### src/rtl/irq_agg_pkg.sv
package irq_agg_pkg;
   localparam int DW = 8;
   localparam int AW = 3;
   localparam int NCORE = 3;
   // control register bit positions
   localparam int CTL_CHG_F = 0;
   localparam int CTL_EXT_F = 1;
   localparam int CTL_TMR_F = 2;
   localparam int CTL_CHG_E = 3;
   localparam int CTL_EXT_E = 4;
   localparam int CTL_TMR_E = 5;
   localparam int CTL_PER_G = 6;
   localparam int CTL_GLB_G = 7;
   typedef enum logic [AW-1:0] {
      SEL_CTL    = 3'd0,
      SEL_CHG_EN = 3'd1,
      SEL_PER_F  = 3'd2,
      SEL_PER_E  = 3'd3,
      SEL_PORT   = 3'd4
   } sel_e;
endpackage

### src/rtl/irqa_sync.sv
module irqa_sync #(
   parameter int W      = 1,
   parameter int STAGES = 2
) (
   input  logic         clk,
   input  logic         rst_n,
   input  logic [W-1:0] d,
   output logic [W-1:0] q
);
   generate
      if (STAGES < 2) begin : g_bad_stages
         $error("irqa_sync needs at least two stages");
      end
      if (W < 1) begin : g_bad_width
         $error("irqa_sync width must be positive");
      end
   endgenerate

   logic [W-1:0] stg [STAGES];

   always_ff @(posedge clk or negedge rst_n) begin
      if (!rst_n) begin
         for (int i = 0; i < STAGES; i++) stg[i] <= '0;
      end else begin
         stg[0] <= d;
         for (int i = 1; i < STAGES; i++) stg[i] <= stg[i-1];
      end
   end

   assign q = stg[STAGES-1];
endmodule

### src/rtl/irqa_flags.sv
module irqa_flags #(
   parameter int W = 8
) (
   input  logic         clk,
   input  logic         rst_n,
   input  logic         wr,
   input  logic [W-1:0] wdata,
   input  logic [W-1:0] hw_set,
   output logic [W-1:0] q
);
   generate
      if (W < 1) begin : g_bad_w
         $error("irqa_flags width must be positive");
      end
   endgenerate

   always_ff @(posedge clk or negedge rst_n) begin
      if (!rst_n) q <= '0;
      else        q <= hw_set | (wr ? wdata : q);
   end


   hw_set_wins_chk: assert property (@(posedge clk) disable iff (!rst_n)
      (|hw_set) |=> ((q & $past(hw_set)) == $past(hw_set)));
endmodule

### src/rtl/irqa_chg.sv
module irqa_chg #(
   parameter int W = 6
) (
   input  logic         clk,
   input  logic         rst_n,
   input  logic [W-1:0] pins,
   input  logic [W-1:0] en,
   input  logic         rd,
   output logic         hit
);
   logic [W-1:0] snap;
   logic [W-1:0] diff;

   always_ff @(posedge clk or negedge rst_n) begin
      if (!rst_n)  snap <= '0;
      else if (rd) snap <= pins;
   end

   generate
      for (genvar i = 0; i < W; i++) begin : g_pin
         assign diff[i] = (pins[i] ^ snap[i]) & en[i];
      end
   endgenerate

   assign hit = (|diff) & ~rd;
endmodule

### src/rtl/irqa_tree.sv
module irqa_tree
   import irq_agg_pkg::*;
#(
   parameter int NPER = 8
) (
   input  logic [DW-1:0]   ctl,
   input  logic [NPER-1:0] per_f,
   input  logic [NPER-1:0] per_e,
   output logic            irq,
   output logic            wake
);
   logic [NPER-1:0] per_hit;
   logic            per_any;
   logic            core_any;
   logic            pre_glb;

   generate
      for (genvar i = 0; i < NPER; i++) begin : g_src
         assign per_hit[i] = per_f[i] & per_e[i];
      end
   endgenerate

   assign per_any  = (|per_hit) & ctl[CTL_PER_G];
   assign core_any = (ctl[CTL_TMR_F] & ctl[CTL_TMR_E])
                   | (ctl[CTL_EXT_F] & ctl[CTL_EXT_E])
                   | (ctl[CTL_CHG_F] & ctl[CTL_CHG_E]);
   assign pre_glb  = core_any | per_any;
   assign wake     = pre_glb;
   assign irq      = pre_glb & ctl[CTL_GLB_G];
endmodule

### src/rtl/irq_agg.sv
module irq_agg
   import irq_agg_pkg::*;
#(
   parameter int NPIN        = 6,
   parameter int NPER        = 8,
   parameter int SYNC_STAGES = 2
) (
   input  logic            clk,
   input  logic            rst_n,
   input  logic            tmr_wrap,
   input  logic            ext_pin,
   input  logic [NPIN-1:0] port_pin,
   input  logic [NPER-1:0] per_set,
   input  logic [AW-1:0]   addr,
   input  logic            wr_en,
   input  logic [DW-1:0]   wr_data,
   input  logic            rd_en,
   output logic [DW-1:0]   rd_data,
   output logic            irq,
   output logic            wake
);
   localparam int SW  = NPIN + 1;
   localparam int NEN = DW - NCORE;

   generate
      if (NPIN < 1 || NPIN > DW) begin : g_bad_npin
         $error("NPIN must be 1..8");
      end
      if (NPER < 1 || NPER > DW) begin : g_bad_nper
         $error("NPER must be 1..8");
      end
   endgenerate

   logic [SW-1:0]    sy;
   logic [NPIN-1:0]  pins_s;
   logic             ext_s;
   logic             ext_d;
   logic             ext_rise;
   logic             chg_hit;
   logic             port_rd;
   logic             wr_ctl;
   logic             wr_pf;
   logic [NCORE-1:0] core_f;
   logic [NEN-1:0]   core_e;
   logic [NPIN-1:0]  chg_en;
   logic [NPER-1:0]  per_f;
   logic [NPER-1:0]  per_e;
   logic [DW-1:0]    ctl;

   irqa_sync #(.W(SW), .STAGES(SYNC_STAGES)) u_sync (
      .clk(clk), .rst_n(rst_n), .d({ext_pin, port_pin}), .q(sy));

   assign pins_s = sy[NPIN-1:0];
   assign ext_s  = sy[NPIN];

   always_ff @(posedge clk or negedge rst_n) begin
      if (!rst_n) ext_d <= 1'b0;
      else        ext_d <= ext_s;
   end
   assign ext_rise = ext_s & ~ext_d;

   assign port_rd = rd_en  && (addr == SEL_PORT);
   assign wr_ctl  = wr_en  && (addr == SEL_CTL);
   assign wr_pf   = wr_en  && (addr == SEL_PER_F);

   irqa_chg #(.W(NPIN)) u_chg (
      .clk(clk), .rst_n(rst_n), .pins(pins_s), .en(chg_en),
      .rd(port_rd), .hit(chg_hit));

   irqa_flags #(.W(NCORE)) u_core_f (
      .clk(clk), .rst_n(rst_n), .wr(wr_ctl), .wdata(wr_data[NCORE-1:0]),
      .hw_set({tmr_wrap, ext_rise, chg_hit}), .q(core_f));

   irqa_flags #(.W(NPER)) u_per_f (
      .clk(clk), .rst_n(rst_n), .wr(wr_pf), .wdata(wr_data[NPER-1:0]),
      .hw_set(per_set), .q(per_f));

   always_ff @(posedge clk or negedge rst_n) begin
      if (!rst_n) begin
         core_e <= '0;
         chg_en <= '0;
         per_e  <= '0;
      end else if (wr_en) begin
         case (addr)
            SEL_CTL:    core_e <= wr_data[DW-1:NCORE];
            SEL_CHG_EN: chg_en <= wr_data[NPIN-1:0];
            SEL_PER_E:  per_e  <= wr_data[NPER-1:0];
            default: ;
         endcase
      end
   end

   assign ctl = {core_e, core_f};

   always_comb begin
      rd_data = '0;
      case (addr)
         SEL_CTL:    rd_data = ctl;
         SEL_CHG_EN: rd_data[NPIN-1:0] = chg_en;
         SEL_PER_F:  rd_data[NPER-1:0] = per_f;
         SEL_PER_E:  rd_data[NPER-1:0] = per_e;
         SEL_PORT:   rd_data[NPIN-1:0] = pins_s;
         default:    rd_data = '0;
      endcase
   end

   irqa_tree #(.NPER(NPER)) u_tree (
      .ctl(ctl), .per_f(per_f), .per_e(per_e), .irq(irq), .wake(wake));


   port_read_masks_chk: assert property (@(posedge clk) disable iff (!rst_n)
      (port_rd && !ctl[CTL_CHG_F]) |=> !ctl[CTL_CHG_F]);

   irq_needs_gie_chk: assert property (@(posedge clk) disable iff (!rst_n)
      irq |-> ctl[CTL_GLB_G]);

   irq_implies_wake_chk: assert property (@(posedge clk) disable iff (!rst_n)
      irq |-> wake);

   tmr_flag_set_chk: assert property (@(posedge clk) disable iff (!rst_n)
      tmr_wrap |=> ctl[CTL_TMR_F]);
endmodule

### config.mk
export PLATFORM = sky130hd
export DESIGN_NAME = irq_agg
export DESIGN_NICKNAME = d
export VERILOG_FILES = /design/src/rtl/irq_agg_pkg.sv /design/src/rtl/irqa_sync.sv /design/src/rtl/irqa_flags.sv /design/src/rtl/irqa_chg.sv /design/src/rtl/irqa_tree.sv /design/src/rtl/irq_agg.sv
export SDC_FILE = /design/constraint.sdc
export NUM_CORES = 1
export LEC_CHECK = 0
export ABC_CLOCK_PERIOD_IN_PS = 2000
export BUFFER_PORTS_ARGS = -buffer_cell sky130_fd_sc_hd__buf_2
export CAP_MARGIN = 20
export CORE_MARGIN = 2
export CORE_UTILIZATION = 35
export CTS_CLUSTER_DIAMETER = 30
export DETAILED_ROUTE_END_ITERATION = 10
export GPL_TIMING_DRIVEN = 0
export SLEW_MARGIN = 25
export SYNTH_ARGS = -nofsm -noshare
export SYNTH_HDL_FRONTEND = slang
export SYNTH_SLANG_ARGS = --single-unit
### constraint.sdc
create_clock -name clk -period 2 [get_ports clk]
set_clock_uncertainty 0.2 [all_clocks]
set_input_delay 0.4 -clock clk [delete_from_list [all_inputs] [get_ports clk]]
set_output_delay 0.4 -clock clk [all_outputs]
set_load 0.01 [all_outputs]
Word-level counts from Yosys, hierarchy flattened
Index checks and enable logic that the tools add are counted.
Storage, ports and cells
  register bits after elaboration: 51
  bits of input ports: 31
  output and inout port bits: 10
  word-level logic and storage cells: 60
Cells by class
  eq/ne operators: 4
  mux-type cells: 4
  bitwise gates (word level): 34
  reductions and logical operators: 9
Operators by type and width (number)
  6-bit one-hot mux with 5 select lines: 1
  1-bit bitwise AND: 21
  8-bit two-way mux: 1
  8-bit OR: 1
  8-bit OR reduction: 1
  3-bit by 2-bit equality test with 1-bit output (second input constant): 2
  2-bit one-hot mux with 3 select lines: 1
  2-bit AND reduction: 3
  6-bit OR reduction: 1
  1-bit bitwise XOR: 6
  3-bit by 1-bit equality test with 1-bit output (second input constant): 1
  3-bit equality test (second input constant): 1
  1-bit logical AND: 3
  3-bit zero test: 1
  3-bit two-way mux: 1
  1-bit OR: 3
  3-bit OR: 1
  1-bit NOT: 2

Longest topological paths before layout
Gate-level depths: netlist of the first run.
  word-level depth: 5
  depth in mapped cells: 6
  depth with buffers taken out: 4

Cells and area by module
From an unflattened synthesis of the first run, not the netlist that was laid out.
Second synthesis, totals
  cells, all modules: 175
  area total of the unflattened synthesis: 2357.3 um^2
Modules (own cells, without submodules)
  irq_agg: instances 1, cells an instance 87, area an instance 1109.8 um^2, sequential area each 500.5 um^2
  irqa_sync: instances 1, cells an instance 21, area an instance 402.9 um^2, sequential area each 350.3 um^2
  irqa_flags at u_per_f: instances 1, cells an instance 25, area an instance 339.1 um^2, sequential area each 200.2 um^2
  irqa_chg: instances 1, cells an instance 23, area an instance 304.0 um^2, sequential area each 150.1 um^2
  irqa_flags at u_core_f: instances 1, cells an instance 9, area an instance 120.1 um^2, sequential area each 75.1 um^2
  irqa_tree: instances 1, cells an instance 10, area an instance 81.3 um^2, sequential area each 0.0 um^2

Worst setup path after synthesis of the first run
Ideal clock, no wire load.
  path type: input -> output
  from: input addr[0]
  to: output rd_data[3]
  arrival: 1.267 ns
  path slack: 0.133 ns
  cell stages on the path: 5
  cells stage by stage: buf_4 -> buf_6 -> mux2_2 -> a22oi_1 -> o22ai_1
Between the ends
  word-level cells in the longest chain between the ends: 2
  elaborated cells between the ends (all ways): 6
  those cells by class: eq/ne (4); mux (1); reduce/logical (1)
RTL lines
  start, declared: RTL line irq_agg.sv:14  | input logic [AW-1:0] addr,
  3-bit equality test, or another cell as far along: RTL line irq_agg.sv:97  | case (addr)
  6-bit one-hot mux with 5 select lines (*): RTL line irq_agg.sv:97
  end, declared: RTL line irq_agg.sv:18  | output logic [DW-1:0] rd_data,
Every way passes the cells marked *; elsewhere a longest branch is shown, timed or not.

Worst setup path after layout of the first run
  from: register per_e[5]
  to: output irq
Between the ends
  word-level cells in the longest chain between the ends: 5
RTL lines
  start, declared: RTL line irq_agg.sv:47  | logic [NPER-1:0] per_e;
  start signal, assigned: RTL line irq_agg.sv:87  | SEL_PER_E: per_e <= wr_data[NPER-1:0];
  1-bit bitwise AND: RTL line irqa_tree.sv:19  | assign per_hit[i] = per_f[i] & per_e[i];
  8-bit OR reduction: RTL line irqa_tree.sv:23  | assign per_any = (|per_hit) & ctl[CTL_PER_G];
  1-bit bitwise AND: RTL line irqa_tree.sv:23
  1-bit OR: RTL line irqa_tree.sv:27  | assign pre_glb = core_any | per_any;
  1-bit bitwise AND: RTL line irqa_tree.sv:29  | assign irq = pre_glb & ctl[CTL_GLB_G];
  end, declared: RTL line irq_agg.sv:19  | output logic irq,
Every way passes these cells.

==> impl_metrics.csv, run 1 <==
group,metric,value,unit
outcome,outcome,"complete, but fails checks",
outcome,violations,"negative setup slack",
logic_synthesis,ys.flop_type,"dfrtp_1",
detailed_routing,drt_iter0_markers,53,
finish,final_cell_mix,"51 x dfrtp_1, 37 x buf_2, 30 x mux2_2, 17 x nand2_1, 12 x a22oi_2",
timing,setup_violations,5,
logic_synthesis,ys_seq_area_share,56.1,%
finish,fin_nets,262,
clock_tree,cts_made_buffers,5,
worst_setup_path,r2r_start,"u_chg.snap[5]$_DFFE_PN0P_",
timing,slew_viol_final,0,
global_route,grt_pass1_vias,1525,
detailed_routing,vias,1574,
detailed_routing,first_pass_iters,4,
clock_tree,clock_latency,310,ps
clock_tree,cts_tree,"yes",
timing,timing.fmax,439,MHz
timing,fin_crit_sh,114,%
finish,final_common_cell,"dfrtp_1",
worst_setup_path,crit_slowest_cell,"dfrtp_1",
min_path,whs_endpoint,"u_per_f.q[3]$_DFF_PN0_",
worst_setup_path,crit_family,"compound AO/OA/AOI/OAI gates",
timing,final_hold_viol_count,0,
floorplanning,fp.dieH,84.6,um
global_route,grt_pass1_wl,7830,um
logic_synthesis,synth_fp_nets,205,
detailed_routing,wl_per_cell,15.8,um
timing,setup_slack,-276,ps
logic_synthesis,synthDistinctLibCells,28,
logic_synthesis,synth_cells,174,
placement,io_buffers,38,
finish,final_util,45.9,%
clock_tree,cts_root_buf,"clkbuf_8",
logic_synthesis,ys_seq_elements,51,
timing,worst_slew_pin_slew,639,ps
logic_synthesis,avgSynthCellArea,13.1,um^2
worst_setup_path,cpPeakStageDelay,410,ps
detailed_routing,drc,0,
global_route,grt_max_degree,52,
floorplanning,die_w,84.6,um
logic_synthesis,syn-cell-area,0.00227,mm^2
global_route,antenna_found_initial,0,
finish,antennaDiodeCount,0,
pwr,power.leakage,1.27,nW
logic_synthesis,synthArstFlopShare,100,%
worst_setup_path,crit_buf_inv,1,
detailed_routing,vias_per_cell,5.09,
min_path,min_from,"per_set[3]",
worst_setup_path,rr_worst_depth,4,
timing,slew_headroom,57.4,%
worst_setup_path,endpoint_kind,"output port",
worst_setup_path,critPathKind,"reg2out",
floorplanning,pin_count,41,
placement,place_congestion,0.753,
detailed_routing,ant_nets,0,
finish,drive_above_1_share,48.3,%
worst_setup_path,crit_cells,5,
worst_setup_path,rrSetupSlack,640,ps
min_path,hold_depth,2,
timing,rsz0062_at_grt,"yes",
timing,min_period,2280,ps
logic_synthesis,yosysWarnings,0,
logic_synthesis,synth_edf_count,0,
detailed_routing,wl,4880,um
clock_tree,cts_sinks,51,
run,cap_violations,0,
timing,finalSetupTns,-462,ps
finish,area_growth,27.5,%
worst_setup_path,required,1400,ps
pwr,power.density,815,mW/mm^2
clock_tree,htree_num_levels,2,
placement,dp_hpwl,3460,um
worst_setup_path,cp_max_fo,3,
worst_setup_path,timing.rr.end,"u_core_f.q[0]$_DFF_PN0_",
finish,fillCellCount,607,
timing,hold_ws,75.9,ps
pwr,peakVddDrop,331,uV
floorplanning,fp.coreArea,0.00631,mm^2
floorplanning,rows,29,
finish,multi_input_area,0.00102,mm^2
floorplanning,start_util,36.0,%
worst_setup_path,critical_path.cell_chain,"a22oi_2 -> nand4_1 -> a221o_1 -> and2_1 -> buf_2",
global_route,grt_use_total,14.3,%
global_route,overflow,0,
worst_setup_path,worstPathArrival,1680,ps
worst_setup_path,start_kind,"flop",
floorplanning,die_area,0.00716,mm^2
clock_tree,clk_pin_slew,90,ps
finish,ff_latch_area,0.00128,mm^2
min_path,hold_path.class,"in2reg",
clock_tree,clockBufferDepth,2,
## through the flow
step           instances  setup slack [ps]  total power [W]  cell area [um^2]
5_1_grt              309              -364          0.00248              2900
2_1_floorplan        174               133          0.00155              2270
4_1_cts              307              -303          0.00237              2840
3_3_place_gp         289              -134          0.00169              2560
3_5_place_dp         289              -148          0.00171              2560
6_report             309              -276          0.00236              2900
## timing repair
action / 4_1_cts / 5_1_grt
hold buffers: 8 / 0
pin swaps: 3 / 3
resized for setup: 18 / 8
endpoints found under the setup margin: 10 / 10
endpoints found under the hold margin: 58 / 0
setup buffers: 2 / 2
cloned: 1 / 0
## per-layer routing
metal / track usage (%) / vias up / routed length (um)
met3: 3.64 / 7 / 217
met1: 20.8 / 782 / 2410
li1: - / 748 / -
met5: 0 / - / 0
met4: 5.19 / 0 / 70
met2: 20.6 / 37 / 2180
## power breakdown
part,leakage (nW),switching [W],total (W),internal (W)
logic,0.652,0.000199,0.000482,0.000282
registers,0.575,0.000107,0.00127,0.00117
clock network,0.0485,0.000356,0.000607,0.000251
## final cells by class
class                      count  area share (%)
inverter                       1           0.130
tap                           77            3.32
sequential                    51            44.0
clock inverter                 3           0.777
buffer                         7            2.68
timing repair buffer          51            11.5
multi-input combinational    114            35.1
clock buffer                   5            2.37
## synthesized netlist by cell type (2+ instances only)
| master | count | area share (%) |
|---|---|---|
| a22oi_1 | 21 | 6.9 |
| and3_1 | 2 | 0.55 |
| buf_6 | 4 | 2.0 |
| clkbuf_1 | 2 | 0.33 |
| dfrtp_1 | 51 | 56 |
| mux2_2 | 33 | 16 |
| mux2i_1 | 2 | 0.88 |
| nand2_1 | 17 | 2.8 |
| nand3b_1 | 9 | 3.0 |
| nor2_1 | 2 | 0.33 |
| nor2b_2 | 3 | 1.2 |
| o21ai_0 | 2 | 0.44 |
| o22ai_1 | 6 | 1.7 |
| xor2_1 | 6 | 2.3 |
## registers in the layout (all words and copies together) (netlist names)
name,count
u_chg.snap,6
ext_d,1
u_sync.q,7
chg_en,6
per_e,8
u_sync.stg,7
core_e,5
u_core_f.q,3
u_per_f.q,8
## cell families (layout without fill, tap and decap cells)
group           Yosys count  after routing  synth area share [%]
simple gates             41             41                  11.1
buf+inv                   9             67                  3.03
flops                    51             51                  56.1
compound gates           32             32                  10.2
xor+xnor                  6              6                  2.31
mux                      35             35                  17.2
## how the worst max path moves through the flow
stage / from / endpoint
after floorplan: addr[0] / rd_data[3]
after global placement: addr[0] / rd_data[2]
after detailed placement: addr[0] / rd_data[2]
after CTS: per_e[5]$_DFFE_PN0P_ / irq
after global routing: per_e[5]$_DFFE_PN0P_ / irq
final: per_e[5]$_DFFE_PN0P_ / irq
No activity file was read; power rests on OpenSTA's default activity.
==> run 2, diff against run 1 <==
--- a/config.mk
+++ b/config.mk
@@ -5,7 +5,7 @@
 export SDC_FILE = /design/constraint.sdc
 export NUM_CORES = 1
 export LEC_CHECK = 0
-export ABC_CLOCK_PERIOD_IN_PS = 2000
+export ABC_CLOCK_PERIOD_IN_PS = 2100
 export BUFFER_PORTS_ARGS = -buffer_cell sky130_fd_sc_hd__buf_2
 export CAP_MARGIN = 20
 export CORE_MARGIN = 2
==> constraint.sdc (replaced) <==
create_clock -name clk -period 2.1 [get_ports clk]
set_clock_uncertainty 0.2 [all_clocks]
set_input_delay 0.42 -clock clk [delete_from_list [all_inputs] [get_ports clk]]
set_output_delay 0.42 -clock clk [all_outputs]
set_load 0.01 [all_outputs]
==> run 2 against run 1 <==
Effect of this change:
- the flow still finishes with violations (negative setup slack)
- register-to-register slack better by 120 ps
- hold slack better by 21 ps
- sequential power fell by 5%
- flip-flop and latch count is the same
- critical path depth did not move
- count of clock-buffer cells in the layout unchanged
- global-route usage is 0.23 points lower
- cell area up 0.99%
- clock power down 5.1%
- critical path type unchanged
==> impl_metrics.csv, run 2 (synthesis results as in run 1) <==
group,metric,value,unit
outcome,outcome,"complete, but fails checks",
outcome,violations,"negative setup slack",
global_route,grt_max_degree,52,
worst_setup_path,start_kind,"flop",
placement,io_buffers,38,
finish,ff_latch_area,0.00128,mm^2
finish,final_cell_mix,"51 x dfrtp_1, 36 x buf_2, 33 x mux2_2, 17 x nand2_1, 15 x a22oi_2",
detailed_routing,first_pass_iters,4,
clock_tree,clock_latency,310,ps
timing,min_period,2290,ps
detailed_routing,drc,0,
worst_setup_path,endpoint_kind,"output port",
worst_setup_path,worstPathArrival,1670,ps
timing,slew_viol_final,0,
clock_tree,cts_sinks,51,
global_route,antenna_found_initial,0,
detailed_routing,vias_per_cell,5.13,
finish,fin_nets,262,
min_path,hold_path.class,"in2reg",
timing,fin_crit_sh,109,%
detailed_routing,wl_per_cell,16.0,um
finish,antennaDiodeCount,0,
global_route,overflow,0,
detailed_routing,wl_met3,249,um
finish,multi_input_area,0.00105,mm^2
floorplanning,start_util,36.0,%
global_route,grt_pass1_vias,1529,
detailed_routing,ant_nets,0,
global_route,grt_pass1_wl,7730,um
worst_setup_path,rrSetupSlack,760,ps
pwr,peakVddDrop,319,uV
floorplanning,rows,29,
clock_tree,cts_tree,"yes",
detailed_routing,wl,4940,um
timing,setup_violations,3,
placement,place_congestion,0.753,
timing,rsz0062_at_grt,"yes",
timing,final_hold_viol_count,0,
worst_setup_path,required,1480,ps
floorplanning,fp.coreArea,0.00631,mm^2
detailed_routing,met2_length,2230,um
placement,dp.cells,289,
finish,drive_above_1_share,51.3,%
detailed_routing,drt_iter0_markers,47,
floorplanning,pin_count,41,
placement,pre_cts_ws,-88.3,ps
clock_tree,clockBufferDepth,2,
finish,reg.largest.list,"per_e: 8 flops, u_per_f.q: 8 flops",
timing,timing.fmax,436,MHz
run,cap_violations,0,
timing,worst_slew_pin_slew,638,ps
worst_setup_path,critPathKind,"reg2out",
pwr,power.density,769,mW/mm^2
clock_tree,htree_num_levels,2,
floorplanning,fp.dieH,84.6,um
pwr,power.leakage,1.27,nW
finish,fillCellCount,608,
floorplanning,die_w,84.6,um
clock_tree,cts_root_buf,"clkbuf_8",
clock_tree,cts_made_buffers,5,
detailed_routing,routed.top_layer,"met4",
clock_tree,clk_pin_slew,90,ps
finish,area_growth,28.7,%
detailed_routing,wl_met1,2380,um
timing,slew_headroom,57.5,%
placement,dp_hpwl,3460,um
floorplanning,die_area,0.00716,mm^2
timing,setup_slack,-193,ps
detailed_routing,vias,1584,
finish,final_common_cell,"dfrtp_1",
finish,final_cells,309,
worst_setup_path,cp_max_fo,3,
timing,hold_ws,97.3,ps
global_route,grt_use_total,14.0,%
==> run 2: cell types whose count changed in the layout (fill, tap and decap cells not counted), sizes merged <==
cell	delta
buf	-2
clkbuf	+2
==> run 2: repair_timing <==
action                                  CTS  global route
endpoints found under the hold margin    58             0
hold buffers                              8             0
buffers inserted                          2             2
gates cloned                              0             1
endpoints found under the setup margin    9             8
pin swaps                                 0             7
resized for setup                         6            25
==> run 2: worst max-delay path: stages, from the launching register on <==
cell     delay [ps]
dfrtp_1         410
a22oi_2         200
nand4_1         120
a221o_1         330
and2_1          160
buf_2           130
==> run 2: cell type report <==
class,count,area share [%]
Clock inverter,3,0.770
Timing Repair Buffer,51,11.4
Inverter,1,0.128
Buffer,7,2.65
Tap cell,77,3.29
Multi-Input combinational cell,114,35.8
Clock buffer,5,2.35
Sequential cell,51,43.6
==> run 2: final timing paths <==
check,start,cells after the start,to
hold reg to reg,u_sync.stg[12]$_DFF_PN0_,0,u_sync.q[5]$_DFF_PN0_
setup reg to reg,u_chg.snap[5]$_DFFE_PN0P_,4,u_core_f.q[0]$_DFF_PN0_
min in group asynchronous,rst_n,2,u_sync.stg[8]$_DFF_PN0_
setup / recovery,per_e[5]$_DFFE_PN0P_,5,irq
max in group asynchronous,rst_n,2,core_e[4]$_DFFE_PN0P_
hold / removal,per_set[3],2,u_per_f.q[3]$_DFF_PN0_
==> run 2: stage by stage <==
stage          TNS [ps]  util [%]  power, W  instance area [um^2]
2_1_floorplan         0         -   0.00147                  2270
3_3_place_gp       -295      40.5   0.00161                  2560
3_5_place_dp       -232      40.6   0.00163                  2560
4_1_cts            -296      43.9   0.00223                  2770
5_1_grt            -506      46.4   0.00237                  2930
6_report           -259      46.4   0.00225                  2930
==> run 2: routing by layer <==
layer	up-vias	track usage, %
li1	748	-
met1	783	20.4
met2	44	20.0
met3	9	3.64
met4	0	5.63
met5	-	0
==> run 2: power breakdown <==
part,total [W],switching [W],leakage [nW],internal [W]
sequential,0.00121,0.000102,0.575,0.00111
combinational,0.000464,0.000194,0.647,0.000269
clock,0.000576,0.000337,0.0485,0.000239
total,0.00225,0.000633,1.27,0.00162
==> run 3, diff against run 2 <==
--- a/config.mk
+++ b/config.mk
@@ -8,12 +8,13 @@
 export ABC_CLOCK_PERIOD_IN_PS = 2100
 export BUFFER_PORTS_ARGS = -buffer_cell sky130_fd_sc_hd__buf_2
 export CAP_MARGIN = 20
-export CORE_MARGIN = 2
 export CORE_UTILIZATION = 35
 export CTS_CLUSTER_DIAMETER = 30
 export DETAILED_ROUTE_END_ITERATION = 10
 export GPL_TIMING_DRIVEN = 0
+export SKIP_LAST_GASP = 1
 export SLEW_MARGIN = 25
 export SYNTH_ARGS = -nofsm -noshare
 export SYNTH_HDL_FRONTEND = slang
+export SYNTH_HIERARCHICAL = 1
 export SYNTH_SLANG_ARGS = --single-unit
==> run 3 against run 2 <==
Effect of this change:
- the flow finishes with violations (design-rule violations)
- core utilization down 1.0 points
- die area down 1.2%
- global-route usage up 0.74 points
- sequential share of layout area up 0.22 points
- combinational power up 2%
- via count down 0.13%
- count of clock-buffer cells in the layout up 2
- register-to-register slack worse by 200 ps
- total power up 2.8%
- fmax up 9.9%
- synthesized cell count up 0.57%
- cell count down 1.9%
- largest power group unchanged
==> impl_metrics.csv, run 3 <==
group,metric,value,unit
timing,finalSetupTns,0,ps
finish,multi_input_area,0.00105,mm^2
logic_synthesis,synthDistinctLibCells,28,
worst_setup_path,required,1480,ps
worst_setup_path,critical_path.cell_chain,"a22o_1 -> o21a_1 -> a31o_1 -> buf_2",
logic_synthesis,avgSynthCellArea,13.5,um^2
worst_setup_path,timing.rr.end,"u_core_f/q[0]$_DFF_PN0_",
timing,rsz0062_at_grt,"yes",
clock_tree,cts_root_buf,"clkbuf_8",
pwr,peakVddDrop,356,uV
detailed_routing,first_pass_iters,7,
clock_tree,cts_sinks,51,
detailed_routing,ant_nets,0,
detailed_routing,vias,1582,
logic_synthesis,synth_fp_nets,206,
finish,drive_above_1_share,50.9,%
worst_setup_path,crit_path_end,"irq",
pwr,power.leakage,1.24,nW
logic_synthesis,synthTopCellsByCount,"51 x dfrtp_1, 33 x mux2_2, 15 x nor2b_1",
global_route,grt_max_degree,52,
floorplanning,fp.dieH,84.1,um
detailed_routing,drc,8,
clock_tree,cts_made_buffers,5,
global_route,grt_pass1_wl,8050,um
floorplanning,pin_count,41,
detailed_routing,wl,5010,um
placement,pre_cts_ws,-539,ps
logic_synthesis,synth_area_leaders,"dfrtp_1 54%, mux2_2 16%, a22oi_1 4.1%, nor2b_1 4.0%, a211o_2 2.5%",
worst_setup_path,worstPathArrival,1470,ps
global_route,antenna_found_initial,0,
logic_synthesis,ys.flop_type,"dfrtp_1",
worst_setup_path,endpoint_kind,"output port",
worst_setup_path,crit_slowest_cell,"dfrtp_1",
finish,ff_latch_area,0.00128,mm^2
logic_synthesis,synth_cells,175,
finish,area_growth,23.5,%
logic_synthesis,yosysWarnings,6,
placement,place_congestion,0.821,
logic_synthesis,synth_edf_count,0,
outcome,outcome,"complete, but fails checks",
worst_setup_path,start_kind,"flop",
global_route,overflow,0,
worst_setup_path,rrSetupSlack,560,ps
timing,min_period,2090,ps
timing,timing.fmax,479,MHz
global_route,grt_pass1_vias,1541,
clock_tree,clock_latency,300,ps
floorplanning,die_area,0.00707,mm^2
placement,io_buffers,38,
finish,final_cell_mix,"51 x dfrtp_1, 37 x buf_2, 31 x mux2_2, 12 x nor2b_1, 11 x a22oi_1",
pwr,finalPower,0.00232,W
logic_synthesis,synthArstFlopShare,100,%
timing,worst_slew_pin_slew,829,ps
run,cap_violations,0,
logic_synthesis,ys_seq_area_share,54.1,%
clock_tree,cts_tree,"yes",
floorplanning,fp.coreArea,0.00642,mm^2
worst_setup_path,critPathKind,"reg2out",
finish,reg.largest.list,"per_e: 8 flops, u_per_f/q: 8 flops",
finish,fillCellCount,597,
floorplanning,die_w,84.1,um
timing,slew_viol_final,0,
finish,final_util,45.3,%
outcome,violations,"design-rule violations",
logic_synthesis,ys_seq_elements,51,
worst_setup_path,cp_max_fo,2,
worst_setup_path,r2r_start,"u_sync/q[2]$_DFF_PN0_",
logic_synthesis,post-synth-top-count-cell,"dfrtp_1",
detailed_routing,wl_per_cell,16.5,um
detailed_routing,vias_per_cell,5.22,
timing,fin_crit_sh,99.4,%
logic_synthesis,synth_top_area_cell,"dfrtp_1",
logic_synthesis,synth_top_cell_area_share,54.1,%
finish,fin_nets,256,
worst_setup_path,crit_start,"u_core_f/q[2]$_DFF_PN0_",
min_path,hold_path.class,"in2reg",
floorplanning,start_util,36.7,%
worst_setup_path,cpPeakStageDelay,410,ps
clock_tree,clockBufferDepth,2,
timing,setup_violations,0,
clock_tree,htree_num_levels,2,
global_route,grt_use_total,14.8,%
finish,antennaDiodeCount,0,
clock_tree,clk_pin_slew,100,ps
floorplanning,rows,29,
finish,final_common_cell,"dfrtp_1",
pwr,power.density,795,mW/mm^2
detailed_routing,drt_iter0_markers,62,
logic_synthesis,syn-cell-area,0.00236,mm^2
timing,slew_headroom,44.5,%
timing,setup_slack,12.5,ps
worst_setup_path,rr_worst_depth,5,
timing,final_hold_viol_count,0,
min_path,min_from,"port_pin[4]",
placement,dp_hpwl,3480,um
## run 3: cell types whose count changed after synthesis, sizes merged, moves of 4 or more
cell    change
nand2      -16
nor2b      +12
a211o      +11
nand3b      -9
a22oi       -7
buf         +7
a32oi       +6
o22ai       -6
o21ai       +4
## run 3: through the flow
step	cell area (um^2)	instances	hold WS [ps]
2_1_floorplan	2360	175	-75.6
3_5_place_dp	2650	290	135
3_3_place_gp	2650	290	133
6_report	2910	303	14.5
5_1_grt	2910	303	2.01
4_1_cts	2800	300	0.279
## run 3: how the worst min path moves through the flow
stage,to,slack (ps),cells after the start
3_5_place_dp,u_sync/q[5]$_DFF_PN0_,130,0
6_report,u_sync/stg[11]$_DFF_PN0_,10,1
5_1_grt,u_sync/stg[8]$_DFF_PN0_,2,1
2_1_floorplan,chg_en[0]$_DFFE_PN0P_,-80,0
4_1_cts,u_sync/stg[9]$_DFF_PN0_,0.3,1
3_3_place_gp,u_sync/q[1]$_DFF_PN0_,130,0
## run 3: logic make-up after synthesis
group / synth area share, %
muxes: 15.8
DFF: 54.1
buffers and inverters: 4.46
xor gates and xnor gates: 2.23
and+or+nand+nor: 8.76
AOI/OAI and AO/OA: 14.7
## run 3: final cells by class
cell class	count	share of cell area, %
buffer	13	3.87
clock buffer	7	3.31
clock inverter	1	0.258
inverter	1	0.129
multi-input combinational	109	36.1
sequential	51	43.8
tap	77	3.31
timing repair buffer	44	9.20
## run 3: power breakdown
group / total, W / leakage (nW) / internal, W / switching (W)
logic: 0.000473 / 0.619 / 0.000270 / 0.000203
registers: 0.00121 / 0.575 / 0.00111 / 0.000100
clock network: 0.000631 / 0.0505 / 0.000300 / 0.000330
total: 0.00232 / 1.24 / 0.00168 / 0.000634
## run 3: critical path: cells and delay by family (launching register included)
family                 cells  cell delay, ps
AO/OA/AOI/OAI              3             630
flip-flops                 1             410
buffers and inverters      1             140
## run 3: timing repair
item | in CTS | in global routing
hold buffers | 1 | 3
endpoints found under the hold margin | 51 | 3
setup endpoints to repair | 17 | 11
setup buffers | 1 | 0
gates cloned | 0 | 1
pin swaps | 3 | 3
resized for setup | 6 | 21
## run 3: per-layer routing
layer  track usage (%)  share of wire, %  vias to the layer above
li1                  -                 -                      746
met1              20.6                48                      785
met2              23.1                46                       45
met3              3.07               4.6                        6
met4              4.55              0.92                        0
met5                 0                 0                        -
